[src/rtl/sercon_pkg.sv]
package sercon_pkg;

    localparam int unsigned ADDR_W = 3;
    localparam int unsigned BYTE_W = 8;
    localparam int unsigned DIV_W  = 2 * BYTE_W;
    localparam int unsigned WLEN_BASE = 5;

    typedef enum logic [ADDR_W-1:0] {
        OFS_DATA = 3'd0,
        OFS_IEN  = 3'd1,
        OFS_IID  = 3'd2,
        OFS_LFMT = 3'd3,
        OFS_MCTL = 3'd4,
        OFS_LST  = 3'd5,
        OFS_MST  = 3'd6,
        OFS_SCR  = 3'd7
    } ofs_e;

    typedef enum logic [BYTE_W-1:0] {
        IID_NONE = 8'h01,
        IID_THRE = 8'h02,
        IID_RXD  = 8'h04
    } iid_e;

    typedef struct packed {
        logic       dlab;
        logic       brk;
        logic [3:0] fmt;
        logic [1:0] wlen;
    } lfmt_t;

    typedef struct packed {
        logic loop;
        logic out2;
        logic out1;
        logic rts;
        logic dtr;
    } mctl_t;

    typedef struct packed {
        logic msi;
        logic rlsi;
        logic thri;
        logic rdi;
    } ien_t;

    localparam logic [BYTE_W-1:0] MST_IDLE = 8'hB0;

    function automatic logic [BYTE_W-1:0] lst_pack(input logic idle, input logic bi,
                                                   input logic dr);
        return {1'b0, idle, idle, bi, 3'b000, dr};
    endfunction

endpackage

[src/rtl/sercon_rx_hold.sv]
module sercon_rx_hold
    import sercon_pkg::*;
#(
    parameter int unsigned W = BYTE_W
) (
    input  logic         clk,
    input  logic         rst,
    input  logic         brk_i,
    input  logic         lb_wr_i,
    input  logic [W-1:0] lb_data_i,
    input  logic         rx_valid_i,
    input  logic [W-1:0] rx_data_i,
    input  logic         rd_clr_i,
    output logic [W-1:0] rbr_o,
    output logic         dr_o,
    output logic         bi_o,
    output logic         rx_ready_o
);
    logic [W-1:0] rbr_q;
    logic         dr_q;
    logic         bi_q;

    always_ff @(posedge clk) begin
        if (rst) begin
            rbr_q <= '0;
            dr_q  <= 1'b0;
            bi_q  <= 1'b0;
        end else begin
            if (rd_clr_i) begin
                dr_q <= 1'b0;
                bi_q <= 1'b0;
            end
            if (brk_i) begin
                rbr_q <= '0;
                dr_q  <= 1'b1;
                bi_q  <= 1'b1;
            end else if (lb_wr_i) begin
                rbr_q <= lb_data_i;
                dr_q  <= 1'b1;
            end else if (rx_valid_i && !dr_q) begin
                rbr_q <= rx_data_i;
                dr_q  <= 1'b1;
            end
        end
    end

    assign rbr_o      = rbr_q;
    assign dr_o       = dr_q;
    assign bi_o       = bi_q;
    assign rx_ready_o = !dr_q;
endmodule

[src/rtl/sercon_irq_prio.sv]
module sercon_irq_prio
    import sercon_pkg::*;
(
    input  logic en_rxd_i,
    input  logic en_thre_i,
    input  logic dr_i,
    input  logic pend_i,
    output iid_e iid_o,
    output logic irq_o
);
    always_comb begin
        if (dr_i && en_rxd_i)          iid_o = IID_RXD;
        else if (pend_i && en_thre_i)  iid_o = IID_THRE;
        else                           iid_o = IID_NONE;
    end

    assign irq_o = (iid_o != IID_NONE);
endmodule

[src/rtl/sercon_mst_view.sv]
module sercon_mst_view
    import sercon_pkg::*;
(
    input  mctl_t             mctl_i,
    output logic [BYTE_W-1:0] mst_o
);
    always_comb begin
        if (mctl_i.loop)
            mst_o = {mctl_i.out2, mctl_i.out1, mctl_i.dtr, mctl_i.rts, 4'b0000};
        else
            mst_o = MST_IDLE;
    end
endmodule

[src/rtl/sercon_regs.sv]
module sercon_regs
    import sercon_pkg::*;
(
    input  logic              clk,
    input  logic              rst,
    input  logic [ADDR_W-1:0] addr,
    input  logic [BYTE_W-1:0] wdata,
    input  logic              wr_en,
    input  logic              rd_en,
    output logic [BYTE_W-1:0] rdata,
    output logic              irq,
    output logic [BYTE_W-1:0] tx_byte,
    output logic              tx_valid,
    input  logic              tx_done,
    input  logic [BYTE_W-1:0] rx_byte,
    input  logic              rx_valid,
    output logic              rx_ready,
    input  logic              brk_rx,
    output logic              brk_en,
    output logic [3:0]        data_bits,
    output logic [DIV_W-1:0]  divisor
);
    ofs_e              ofs;
    lfmt_t             lfmt_q;
    mctl_t             mctl_q;
    ien_t              ien_q;
    logic [BYTE_W-1:0] scr_q;
    logic [DIV_W-1:0]  div_q;
    logic              tx_idle_q;
    logic              tx_pend_q;
    logic              tx_valid_q;
    logic [BYTE_W-1:0] tx_byte_q;

    logic [BYTE_W-1:0] rbr_w;
    logic              dr_w;
    logic              bi_w;
    iid_e              iid_w;
    logic [BYTE_W-1:0] mst_w;

    assign ofs = ofs_e'(addr);

    // decoded strobes
    logic data_wr, data_rd, ien_wr, iid_rd, dll_wr, dlm_wr, lb_wr;
    assign data_wr = wr_en && ofs == OFS_DATA && !lfmt_q.dlab;
    assign dll_wr  = wr_en && ofs == OFS_DATA &&  lfmt_q.dlab;
    assign ien_wr  = wr_en && ofs == OFS_IEN  && !lfmt_q.dlab;
    assign dlm_wr  = wr_en && ofs == OFS_IEN  &&  lfmt_q.dlab;
    assign data_rd = rd_en && ofs == OFS_DATA && !lfmt_q.dlab;
    assign iid_rd  = rd_en && ofs == OFS_IID;
    assign lb_wr   = data_wr && mctl_q.loop;

    sercon_rx_hold #(.W(BYTE_W)) u_rx (
        .clk        (clk),
        .rst        (rst),
        .brk_i      (brk_rx),
        .lb_wr_i    (lb_wr),
        .lb_data_i  (wdata),
        .rx_valid_i (rx_valid),
        .rx_data_i  (rx_byte),
        .rd_clr_i   (data_rd),
        .rbr_o      (rbr_w),
        .dr_o       (dr_w),
        .bi_o       (bi_w),
        .rx_ready_o (rx_ready)
    );

    sercon_irq_prio u_prio (
        .en_rxd_i  (ien_q.rdi),
        .en_thre_i (ien_q.thri),
        .dr_i      (dr_w),
        .pend_i    (tx_pend_q),
        .iid_o     (iid_w),
        .irq_o     (irq)
    );

    sercon_mst_view u_mst (
        .mctl_i (mctl_q),
        .mst_o  (mst_w)
    );

    // configuration registers
    always_ff @(posedge clk) begin
        if (rst) begin
            lfmt_q <= '0;
            mctl_q <= '0;
            ien_q  <= '0;
            scr_q  <= '0;
            div_q  <= '0;
        end else if (wr_en) begin
            if (dll_wr) div_q[BYTE_W-1:0]     <= wdata;
            if (dlm_wr) div_q[DIV_W-1:BYTE_W] <= wdata;
            if (ien_wr) ien_q                 <= ien_t'(wdata[3:0]);
            case (ofs)
                OFS_LFMT: lfmt_q <= lfmt_t'(wdata);
                OFS_MCTL: mctl_q <= mctl_t'(wdata[4:0]);
                OFS_SCR:  scr_q  <= wdata;
                default: ;
            endcase
        end
    end

    // transmit side and hidden pending flag; later statements take precedence
    always_ff @(posedge clk) begin
        if (rst) begin
            tx_idle_q  <= 1'b1;
            tx_pend_q  <= 1'b0;
            tx_valid_q <= 1'b0;
            tx_byte_q  <= '0;
        end else begin
            tx_valid_q <= 1'b0;
            if (iid_rd && iid_w == IID_THRE) tx_pend_q <= 1'b0;
            if (ien_wr && tx_idle_q)         tx_pend_q <= 1'b1;
            if (tx_done) begin
                tx_idle_q <= 1'b1;
                tx_pend_q <= 1'b1;
            end
            if (data_wr) begin
                if (mctl_q.loop) begin
                    tx_idle_q <= 1'b1;
                    tx_pend_q <= 1'b1;
                end else begin
                    tx_idle_q  <= 1'b0;
                    tx_pend_q  <= 1'b0;
                    tx_valid_q <= 1'b1;
                    tx_byte_q  <= wdata;
                end
            end
        end
    end

    // read mux
    always_comb begin
        case (ofs)
            OFS_DATA: rdata = lfmt_q.dlab ? div_q[BYTE_W-1:0] : rbr_w;
            OFS_IEN:  rdata = lfmt_q.dlab ? div_q[DIV_W-1:BYTE_W] : {4'b0000, ien_q};
            OFS_IID:  rdata = iid_w;
            OFS_LFMT: rdata = lfmt_q;
            OFS_MCTL: rdata = {3'b000, mctl_q};
            OFS_LST:  rdata = lst_pack(tx_idle_q, bi_w, dr_w);
            OFS_MST:  rdata = mst_w;
            default:  rdata = scr_q;
        endcase
    end

    assign tx_valid  = tx_valid_q;
    assign tx_byte   = tx_byte_q;
    assign brk_en    = lfmt_q.brk;
    assign data_bits = 4'(lfmt_q.wlen) + 4'(WLEN_BASE);
    assign divisor   = div_q;
endmodule

[config.mk]
export PLATFORM = sky130hd
export DESIGN_NAME = sercon_regs
export DESIGN_NICKNAME = d
export VERILOG_FILES = /design/src/rtl/sercon_pkg.sv /design/src/rtl/sercon_rx_hold.sv /design/src/rtl/sercon_irq_prio.sv /design/src/rtl/sercon_mst_view.sv /design/src/rtl/sercon_regs.sv
export SDC_FILE = /design/constraint.sdc
export NUM_CORES = 1
export LEC_CHECK = 0
export BUFFER_PORTS_ARGS = -buffer_cell sky130_fd_sc_hd__clkbuf_2
export CAP_MARGIN = 20
export CORE_MARGIN = 3
export CORE_UTILIZATION = 49
export CTS_CLUSTER_SIZE = 25
export DETAILED_ROUTE_END_ITERATION = 6
export GPL_TIMING_DRIVEN = 1
export PLACE_DENSITY = 0.76
export SLEW_MARGIN = 20
export SYNTH_ARGS = -nofsm -noshare
export SYNTH_HDL_FRONTEND = slang
export SYNTH_SLANG_ARGS = --single-unit
[constraint.sdc]
create_clock -name clk -period 1.82 [get_ports clk]
set_input_delay 0.364 -clock clk [delete_from_list [all_inputs] [get_ports clk]]
set_output_delay 0.364 -clock clk [all_outputs]
set_load 0.005 [all_outputs]
==> impl_summary.md, run 1 <==
Run status
The flow ran to the end, but the final reports show violations. The checks that failed: negative setup slack.

GRT
The first-pass GRT wire length is 15,400 µm. The via count of the first global-routing pass is 3,038. The remaining global-route overflow is 0. The initial antenna violation count is 0. The global routing usage summed across all routing layers is a little over a quarter. The pin count of the biggest net entering global routing is 53.

Synthesis
The share of the Yosys chip area taken by registers is 41.1%. The yosys synthesis warning count is 0. Summed over its instances, the top area cell type makes up 41.1% of the synthesized netlist area. The average instance area after synthesis is 8.34 µm². The number of instances in the synthesized netlist is 362.

The cell type contributing the most total cell area after synthesis is dfxtp_1. The unique cell type count in the Yosys netlist is 47. The synthesized design contains 0 enable-type register cells. The synthesized design contains 62 register bits. For this run, asynchronously set or reset flops after synthesis account for 0%. The net count of the mapped netlist is about 400. The mapped netlist covers 3020 µm². By area the synthesized netlist is led by dfxtp_1 41%, nand2_1 8.7%, mux2i_1 7.6%. Among all flip-flop cells after synthesis, the most frequent one is dfxtp_1.

Placed design
The weighted congestion at the end of routability-driven global placement is 0.945. Before CTS, the worst setup slack after placement is -110 ps. In this run the tool buffered the top-level ports with 65 buffer cells.

The HPWL after detailed placement is 6770 µm. The total placed cells including tap cells is 515.

Worst setup path
The most frequent cell on the critical path is a21oi_2. The reg-to-reg startpoint is lfmt_q[7]. The cell type group with the largest total delay on the critical path is buffers and inverters. The kind of launch point of the worst setup path is a flip-flop. The critical path's slowest cell is dfxtp_4. The biggest fanout along the worst timing path is 8. The setup path with the least slack is of type reg2out. Data on the critical path is required at its endpoint by 1460 ps. Counting both buffers and inverters, the worst setup path holds a total of 3. The critical path goes through buf_12 -> buf_8 -> mux2i_4 -> o221ai_2 -> a21oi_2 -> a21oi_2 -> buf_2. STA puts the critical path data arrival time at 1640 ps. The critical path starts at lfmt_q[7].

In this design, the stage delay of the slowest critical-path cell is 370 ps. The endpoint kind of the worst setup timing path is an output pin.

STA
The minimum clock period after layout is 2000 ps. The count of endpoints failing hold in the final timing report is 0. On the final layout, the worst clock skew is 5.77 ps. The share of the clock period used by the worst path after layout is 110%. In this run the tightest slew margin relative to its limit is between 50% and 60%. Setup repair after global routing could not meet its margin everywhere. Setup violations remaining at the end of the flow were counted as 8.

The final setup slack of the worst path is -185 ps. The slew of the pin with the lowest slew margin is slightly above 600 ps. The upper clock frequency limit is about 0.5 GHz. The setup TNS is -1260 ps.

The number of slew-limit violations in the final report is 0.

Finish
The repair_antennas step left the layout with diodes totalling 0. The finished layout holds 532 standard cells, fillers aside. Compared with the post-synthesis result, the final layout area differs by 34.7%. The library cells used most frequently in the layout, excluding fill and tap cells, are 67 x nand2_1, 63 x clkbuf_2, 58 x dfxtp_1. The share of layout cells above drive strength 1 is 37.4%. The most common cell after layout, fill and taps aside is nand2_1. The net count of the finished layout is about 480.

The post-route core utilization is 70.8%.

Routing
Detailed routing inserted a total of 3,116 vias. For this block, the initial DRC count from the detailed router was between 150 and 200. The number of nets still failing antenna checks after routing is 0. The total wire length after detailed routing is roughly 9400 µm. The remaining routing DRC violations is 0. The first detailed-routing pass ran for 4 iterations.

The via count normalized by instance count is 5.86. The average wire length per cell after detail routing is 17.7 µm.

Min path
The worst min-delay path category is in2reg. The startpoint identified for the worst hold timing path is tx_done.

Die
The die covers just over 7000 µm². The area of the placeable core is roughly 5700 µm². The overall die width is 84.5 µm. The site row count is 27. The starting density of the core is 52.5%. 66 I/O pins were placed. The vertical die dimension is 84.5 µm.

Power and ir drop
The highest ir drop seen on vdd is 0.000487 V. For this design the static power due to leakage is 0.00157 µW. The power density normalized to cell area is approximately 750 nW/µm².

CTS
CTS built an H-tree with a depth of 3. The post-CTS clock slew at the launch and capture registers of the worst setup and hold paths is 70 ps. TritonCTS built the clock tree. The count of hold-fix buffers inserted at cts is 0. The clock latency on the worst-skew pair is 340 ps. No sink is reached through more buffers than the 2 on the longest clock path. The number of clock buffers inserted by TritonCTS is 9.

CTS placed an instance of clkbuf_8 at the clock tree root. The clock drives just over 60 sinks.

Job
The number of maximum-capacitance violations is 0.
## logic make-up after synthesis
logic type	synth area share, %
buffers and inverters	5.06
flip-flops	41.1
multiplexers	8.37
AO/OA/AOI/OAI	24.8
adder cells (fa/ha/maj)	0.415
AND/OR/NAND/NOR	20.3
## cell usage after synthesis (all sizes together), types with 2 or more instances
master and n:
a21oi 44, nor4b 2, a21boi 3, o22ai 3
mux2i 23, a22o 9, mux2 2, nand2b 3
o22a 2, clkbuf 13, inv 8, a2111oi 8
o21ai 24, a31oi 4, buf 15, nand2 70
nor2b 2, nand4 2, dfxtp 62, nand3 9
nor3 5, nor2 26, a32oi 2, o32a 3
nand3b 2
## flip-flops by register name, summed over array words and instances, names as in the netlist, 4 cells and up
| register | cells |
|---|---|
| divisor | 16 |
| scr_q | 8 |
| tx_byte | 8 |
| u_rx.rbr_o | 8 |
| lfmt_q | 7 |
| mctl_q | 5 |
| ien_q | 4 |
## per-layer routing
metal / GRT usage, % / share of wire (%) / up-vias
met3: 5.20 / 7.4 / 24
met2: 44.2 / 48 / 113
met5: 0 / 0 / -
met1: 36.1 / 42 / 1503
li1: - / - / 1476
met4: 10.1 / 2.9 / 0
## where the power goes
| group | internal [µW] | switching [µW] |
|---|---|---|
| registers | 1380 | 22.3 |
| logic | 164 | 214 |
| clock network | 734 | 520 |
## metrics by stage
stage                     hold WS (ps)  total power [µW]  cell area (µm²)
after floorplan                    433              1620             3030
after global placement             445              1780             3660
after detailed placement           449              1780             3660
after CTS                          269              3040             3940
after global routing               287              3160             4070
final                              287              3040             4070
## path summary, 6_finish.rpt
kind                 to  slack (ps)  cells after the start
min reg2reg    scr_q[4]         460                      2
min           tx_pend_q         290                      2
max reg2reg  tx_byte[2]         100                      5
max            rdata[2]        -180                      7
## area by class of cell
class,instances,area [µm²]
clock buffers,12,165
fillers,488,1680
inverters,8,30.0
flip-flops and latches,62,1250
well taps,72,90.1
clock inverters,3,42.5
repair buffers,111,714
multi-input cells,264,1770
## repair_timing
action | CTS | global route
hold endpoints to repair | 0 | 0
buffers inserted | 2 | 0
resized for setup | 15 | 31
pin swaps | 5 | 8
setup endpoints to repair | 10 | 24
gates cloned | 0 | 0
Power figures use the tool's default switching activity.
==> run 2, diff against run 1 <==
PLACE_DENSITY = 0.75   (was 0.76)
SYNTH_HIERARCHICAL = 1   (was unset)
==> impl_summary.md, run 2 <==
Run status
The run finished, with violations left. The final reports fail on negative setup slack.

Synthesis
In the post-synthesis netlist, the biggest area contributors are dfxtp_1 38%, mux2i_1 8.1%, nand2_1 6.6%. Averaged over all synthesized cells, the footprint is 8.57 µm². The portion of synthesized cell area occupied by the leading cell type is between 30% and 40%. The unique cell type count in the Yosys netlist is 55. The most frequent cell after synthesis is dfxtp_1. For this run, the leading register cell type out of synthesis is dfxtp_1. In this run the cell area of the synthesized design comes to 3230 µm². The fraction of registers with async set/reset is 0%. The number of storage elements in the synthesis netlist is 62. Of all cell types, the one taking the most synthesized area is dfxtp_1.

The synthesized design contains 0 enable-type register cells. The share of the yosys chip area belonging to registers is 38.4%. The commonest cells after synthesis are 62 x dfxtp_1, 57 x nand2_1, 34 x nor2_1.

Synthesis handed over a netlist of 377 instances. During synthesis, Yosys emitted a total of 6 warnings.

Worst setup path
Along the worst path, the maximum fanout reaches 5. The number of cells on the worst reg-to-reg path is 7. Following the worst setup path forward leads to its endpoint at rdata[2]. The kind of launch point of the worst setup path is a flip-flop. The required time at the worst-slack endpoint is between 1000 and 1500 ps.

The endpoint kind of the worst setup timing path is an output pin. The critical path is of the reg2out type. The critical path arrival is 1640 ps.

The reg-to-reg startpoint is lfmt_q[7]. The terminus of the critical flop-to-flop path is u_rx/rbr_o[7]. The first element of the critical path is lfmt_q[7].

The reg2reg setup slack is 30 ps.

Die
Measured along the x axis, the die boundary spans 87.2 µm. The die covers 7600 µm². After floorplanning, the core was divided into 28 placement rows.

After floorplanning, the core was sized to cover ~6200 µm². Once the floorplan was initialized, standard cells occupied 52.4% of the core. For this design the top-level I/O count stands at between 60 and 70.

Measured along the y axis, the die boundary spans 87.2 µm.

Power and ir drop
The final total power is 3050 µW. The power density normalized to cell area is 725 nW/µm². The highest ir drop seen on vdd is 0.000649 V.

The analysis attributes to cell leakage a power of 0.00168 µW.

Routing
For this block, the via count after detailed routing is roughly 3,100. The final layout contains routed wiring with a total length of 9640 µm. Dividing the detail-routed wire length by the instance count gives 17.6 µm.

The detailed router finished its first iteration with about 280 violations. The detail route stage leaves a number of antenna-violating nets equal to 0. Using the TritonRoute via totals, the vias-per-cell ratio works out to 5.70.

The remaining routing DRC violations is 0. The iteration count of the initial detailed-routing pass is 5.

CTS
The number of clock sinks is 62. The cell at the root of the clock tree is clkbuf_8. The number of H-tree levels is 3. TritonCTS built the clock tree. No sink is reached through more buffers than the 2 on the longest clock path. The later pin in the worst-skew pair is clocked with a latency of 360 ps.

Counting the buffers created by CTS gives 9. The post-CTS clock slew at the launch and capture registers of the worst setup and hold paths is 70 ps.

GRT
The first-pass GRT wire length is 14,700 µm. Global routing used 26.0% of the available tracks across all layers. The pin count of the biggest net entering global routing is 35. The remaining global-route overflow is 0. The via count of the first global-routing pass is 2,870. The initial antenna violation count is 0.

STA
The count of endpoints failing hold in the final timing report is 0. The number of failing setup endpoints in the final timing report is 8. Setup repair after global routing could not meet its margin everywhere. The number of slew-limit violations in the final report is 0. Clock skew on the completed layout was measured at 9.02 ps. The worst path in the final design needs a cycle of between 2000 and 2500 ps, including I/O delays and setup. Once routing completed, OpenROAD measured the worst setup slack at -184 ps. The worst slew slack as a fraction of its limit is a little under half. At the pin with the least slew margin, the transition time is 780 ps. Dividing the final minimum period by the clock period gives 110%.

The upper clock frequency limit is about 0.5 GHz.

Placed design
The post-place instance area is 3810 µm². After legalization and detailed placement, the total HPWL measured 6820 µm. The count of input and output buffers is 65. Routability-driven placement finished with a final weighted congestion of 0.939.

Timing analysis after detailed placement gives a worst setup slack of -142 ps.

Finish
The repair_antennas step left the layout with diodes totalling 0. The number of flip-flops in the largest register is 16. The cell area after layout is approximately 4200 µm². The area growth from synthesis to layout is 30.2%. The filler cell count in the final layout is 495. Leaving out fill and tap cells, the most frequent cells in the layout are 61 x clkbuf_2, 57 x nand2_1, 52 x dfxtp_1. The share of layout cells above drive strength 1 is 38.4%.

The number of nets in the layout is 496. The library cell used most frequently in the layout, excluding fill and tap cells, is clkbuf_2.

Min path
The worst hold path belongs to the class in2reg. The hold-critical path depth is 3.

Job
The number of maximum-capacitance violations is 0.
-- run 2: worst min path at each step --
| stage | start | endpoint | slack, ps |
|---|---|---|---|
| after global routing | tx_done | tx_idle_q | 310 |
| final | brk_rx | u_rx/dr_o | 300 |
| after floorplan | scr_q[1] | scr_q[1] | 430 |
| after CTS | brk_rx | u_rx/dr_o | 270 |
| after global placement | ien_q[3] | ien_q[3] | 440 |
| after detailed placement | scr_q[1] | scr_q[1] | 460 |
-- run 2: cells by family (layout without fill, tap and decap cells) --
family	Yosys count	after routing	share of synthesized area, %
other	2	9	0.233
and+or+nand+nor	169	169	28.4
buffers and inverters	43	133	7.25
adders and majority gates	1	1	0.387
DFF	62	62	38.4
muxes	34	34	12.2
AOI/OAI and AO/OA	66	66	13.1
-- run 2: power by group --
part	switching (µW)	leakage [µW]	internal [µW]
Clock	583	0.0000914	633
Sequential	23.2	0.000507	1390
Combinational	239	0.00108	185
Total	845	0.00168	2200
-- run 2: timing repair --
action / in CTS / in global routing
endpoints found under the setup margin: 13 / 26
pin swaps: 12 / 9
gates cloned: 1 / 2
setup buffers: 2 / 0
gates resized for setup: 24 / 25
hold buffers: 0 / 0
-- run 2: through the flow --
step,util (%),TNS (ps),instances,hold slack [ps]
after global placement,61.7,-1640,528,445
after floorplan,-,0,384,433
after detailed placement,61.7,-2450,528,456
after global routing,68.2,-1820,549,313
after CTS,66.3,-1140,547,271
final,68.2,-1160,549,297
-- run 2: final cells by class --
type                    count  area [µm²]  area share (%)
multi-input cells         279        1900            45.2
flip-flops and latches     62        1260            29.9
repair buffers            112         736            17.5
clock buffers               9         124            2.95
well taps                  75        93.8            2.23
clock inverters             7        75.1            1.79
inverters                   5        18.8           0.446
-- run 2: metal layers --
metal / vias to the layer above / share of wire (%) / track usage [%]
li1: 1495 / - / -
met5: - / 0 / 0
met3: 25 / 7.3 / 6.43
met1: 1471 / 42 / 34.2
met4: 0 / 3.1 / 11.4
met2: 139 / 48 / 40.3
-- run 2: critical path, stage by stage, from the launching register on --
cell      delay [ps]
dfxtp_4          380
buf_6            130
mux4_2           340
a221oi_2         260
a31oi_1           60
clkbuf_2         120
==> run 3, diff against run 2 <==
ABC_AREA = 1   (was unset)
==> impl_summary.md, run 3 <==
Run status
The run finished, with violations left. The final reports fail on negative setup slack.

Power and ir drop
The leakage power of the design is 0.00187 µW. The power density normalized to cell area is about 740 nW/µm². Across the VDD grid, the largest voltage drop is 0.000475 V.

Worst setup path
The critical path arrival is 1470 ps. Counting cells, the worst reg-to-reg path comes to 9. The biggest fanout along the worst timing path is 7.

The kind of launch point of the worst setup path is a flip-flop. The reg2reg setup slack is 140 ps. The first element of the critical path is lfmt_q[7]. The worst register-to-register path ends at tx_byte[1].

The worst setup path is of the reg2out kind. The endpoint kind of the worst setup timing path is an output pin. In this run the critical register-to-register path is launched from lfmt_q[7].

STA puts the critical path data required time at 1460 ps.

Finish
The number of nets in the layout is 617. The number of diodes is 0. The library cell used most frequently in the layout, excluding fill and tap cells, is nand2_1. The post-route core utilization is 65.8%. Relative to the synthesized area, the layout overhead comes to 26.1%. The library cells used most frequently in the layout, excluding fill and tap cells, are 135 x nand2_1, 65 x nor2_1, 63 x clkbuf_2. Cells with a size suffix above 1 make up 25.8% of the layout.

The cell area after layout is ~4000 µm². The number of flip-flops in the largest register is 16.

Synthesis
Yosys mapped a number of flops with a built-in enable equal to 0. After Yosys synthesis, XOR and XNOR cells account for 0% of the synthesized area. The mapped netlist covers roughly 3200 µm².

The fraction of registers with async set/reset is 0%. In this run the mean area of a mapped cell was 6.39 µm². The unique cell type count in the Yosys netlist is 29.

Of the total synthesized cell area, the portion taken by full adders, half adders and majority gates is 0.391%. The share of synthesized cell area in and, or, nand and nor gates is 35.1%. The cell type contributing the most total cell area after synthesis is dfxtp_1. The share of the yosys chip area belonging to registers is around 39%. Counting every instance in the synthesized netlist gives ~500. The portion of synthesized cell area occupied by the leading cell type is approximately 39%. The compound-cell area share of the yosys netlist is 13.0%. After synthesis, the largest family of logic cells by area is simple AND/OR/NAND/NOR gates.

The portion of synthesized area spent on multiplexers is 0%. Counting instances in the post-synthesis netlist gives the leading cell types as 140 x nand2_1, 66 x nor2_1, 62 x dfxtp_1. In the post-synthesis netlist, the cell with the most instances is nand2_1. Among all flip-flop cells after synthesis, the most frequent one is dfxtp_1. The yosys synthesis warning count is 6. The number of storage elements in the synthesis netlist is 62. Yosys attributes the largest share of cell area to dfxtp_1 39%, nand2_1 16%, nor2_1 7.7%.

STA
The number of slew-limit violations in the final report is 0. The worst-case clock skew is 3.49 ps. Setup repair after global routing could not meet its margin everywhere. The final setup slack of the worst path is -9.92 ps.

The number of failing setup endpoints in the final timing report is 1. Based on the critical path, the design can be clocked at up to roughly 0.55 GHz. Adding up every negative setup slack in the final design gives -9.92 ps. The minimum clock period after layout is approximately 1800 ps. The final critical path takes up 101% of the cycle.

The count of endpoints failing hold in the final timing report is 0. The worst hold-check slack is 300 ps.

Routing
After detailed routing, the number of vias per cell comes to 5.25. The iteration count of the initial detailed-routing pass is 5. For this run, design rule violations remaining after detail routing come to 0.

The count of nets left with antenna violations once routing finished came out at 0. The routed layout has ~3,500 vias. Dividing the detail-routed wire length by the instance count gives 14.9 µm. After the first detailed-routing iteration, the DRC count stood at 339. For this block, the routed nets add up to 9960 µm of wire.

Job
The number of maximum-capacitance violations is 0.

Min path
The path with the worst hold slack has its endpoint at u_rx/bi_o. Counting instances, the worst hold path has a depth of 3. The startpoint identified for the worst hold timing path is brk_rx.

The tightest min-delay check is of the in2reg type.

Placed design
The wire-length estimate of the detail-placed layout is between 7000 and 8000 µm. In this run the cell area measured after placement is approximately 3700 µm². The count of input and output buffers is 65.

The weighted congestion at the end of routability-driven global placement is 0.943.

GRT
The via count of the first global-routing pass came to 3,220. Entering global routing, the biggest net connects 29 pins. The remaining global-route overflow is 0. Global routing used 27.5% of the available tracks. The first global-routing pass estimated 15,800 µm of wire.

The initial antenna violation count is 0.

Die
The die covers 7540 µm². The vertical die dimension is a little under 90 µm. The area of the placeable core is 6130 µm². Pin placement for this block handled 66 I/O pins.

Once the floorplan was initialized, standard cells occupied 52.2% of the core. The site row count is 28. Measured along the x axis, the die boundary spans 86.8 µm.

CTS
The count of hold-fix buffers inserted at cts is 0. The number of clock sinks is 62. The clock latency on the worst-skew pair is 340 ps. The post-CTS clock slew at the launch and capture registers of the worst setup and hold paths is around 70 ps. The maximum number of buffers from clock root to sink is 2. The number of clock buffers inserted by TritonCTS is 9.

TritonCTS built the clock tree. The number of H-tree levels is 3. The root buffer cell chosen for the clock tree is clkbuf_8.
## run 3: layout make-up
cell class | count | area, µm²
Clock inverter | 4 | 47.5
Timing Repair Buffer | 96 | 599
Clock buffer | 11 | 141
Sequential cell | 62 | 1250
Inverter | 64 | 251
Multi-Input combinational cell | 357 | 1650
Fill cell | 570 | 2090
Tap cell | 75 | 93.8
## run 3: metal layers
metal	up-vias	share of wire, %	track usage, %
met4	0	3.0	14.0
met1	1579	43	36.6
met3	25	8.2	6.27
li1	1746	-	-
met2	164	46	41.5
met5	-	0	0
## run 3: kinds of logic (layout without fill, tap and decap cells)
kind of cell / Yosys count / after routing
other: 2 / 9
adders and majority gates: 1 / 1
and+or+nand+nor: 265 / 265
buffers and inverters: 89 / 175
AOI/OAI and AO/OA: 82 / 82
DFF: 62 / 62
## run 3: what timing repair did
action | CTS | global route
setup endpoints to repair | 8 | 8
gates cloned | 0 | 1
pin swaps | 3 | 8
gates resized for setup | 18 | 18
buffers inserted | 4 | 1
## run 3: power breakdown
group	switching, µW	leakage, µW	internal (µW)	total [µW]
clock	533	0.0000952	657	1190
combinational	234	0.00127	143	377
sequential	24.9	0.000505	1390	1420
## run 3: worst max path at each step
stage / endpoint / slack, ps / cells after the start
2_1_floorplan: u_rx/rbr_o[3] / 360 / 10
3_3_place_gp: rdata[2] / 100 / 7
3_5_place_dp: rdata[2] / 60 / 7
4_1_cts: rdata[2] / -20 / 6
5_1_grt: rdata[0] / -100 / 7
6_report: rdata[7] / -10 / 6
## run 3: metrics by stage
step	instances	setup WS, ps	power, µW
3_3_place_gp	648	104	1790
4_1_cts	667	-17.5	2980
6_report	669	-9.92	2990
5_1_grt	669	-96.4	3110
2_1_floorplan	508	363	1640
3_5_place_dp	648	57.2	1790
## run 3: critical path, cell delays in order, from the launching register on
cell and delay [ps]:
dfxtp_4 400, clkinv_4 80, buf_8 130, buf_4 140, o21ai_2 120, nand3b_1 130, buf_2 120
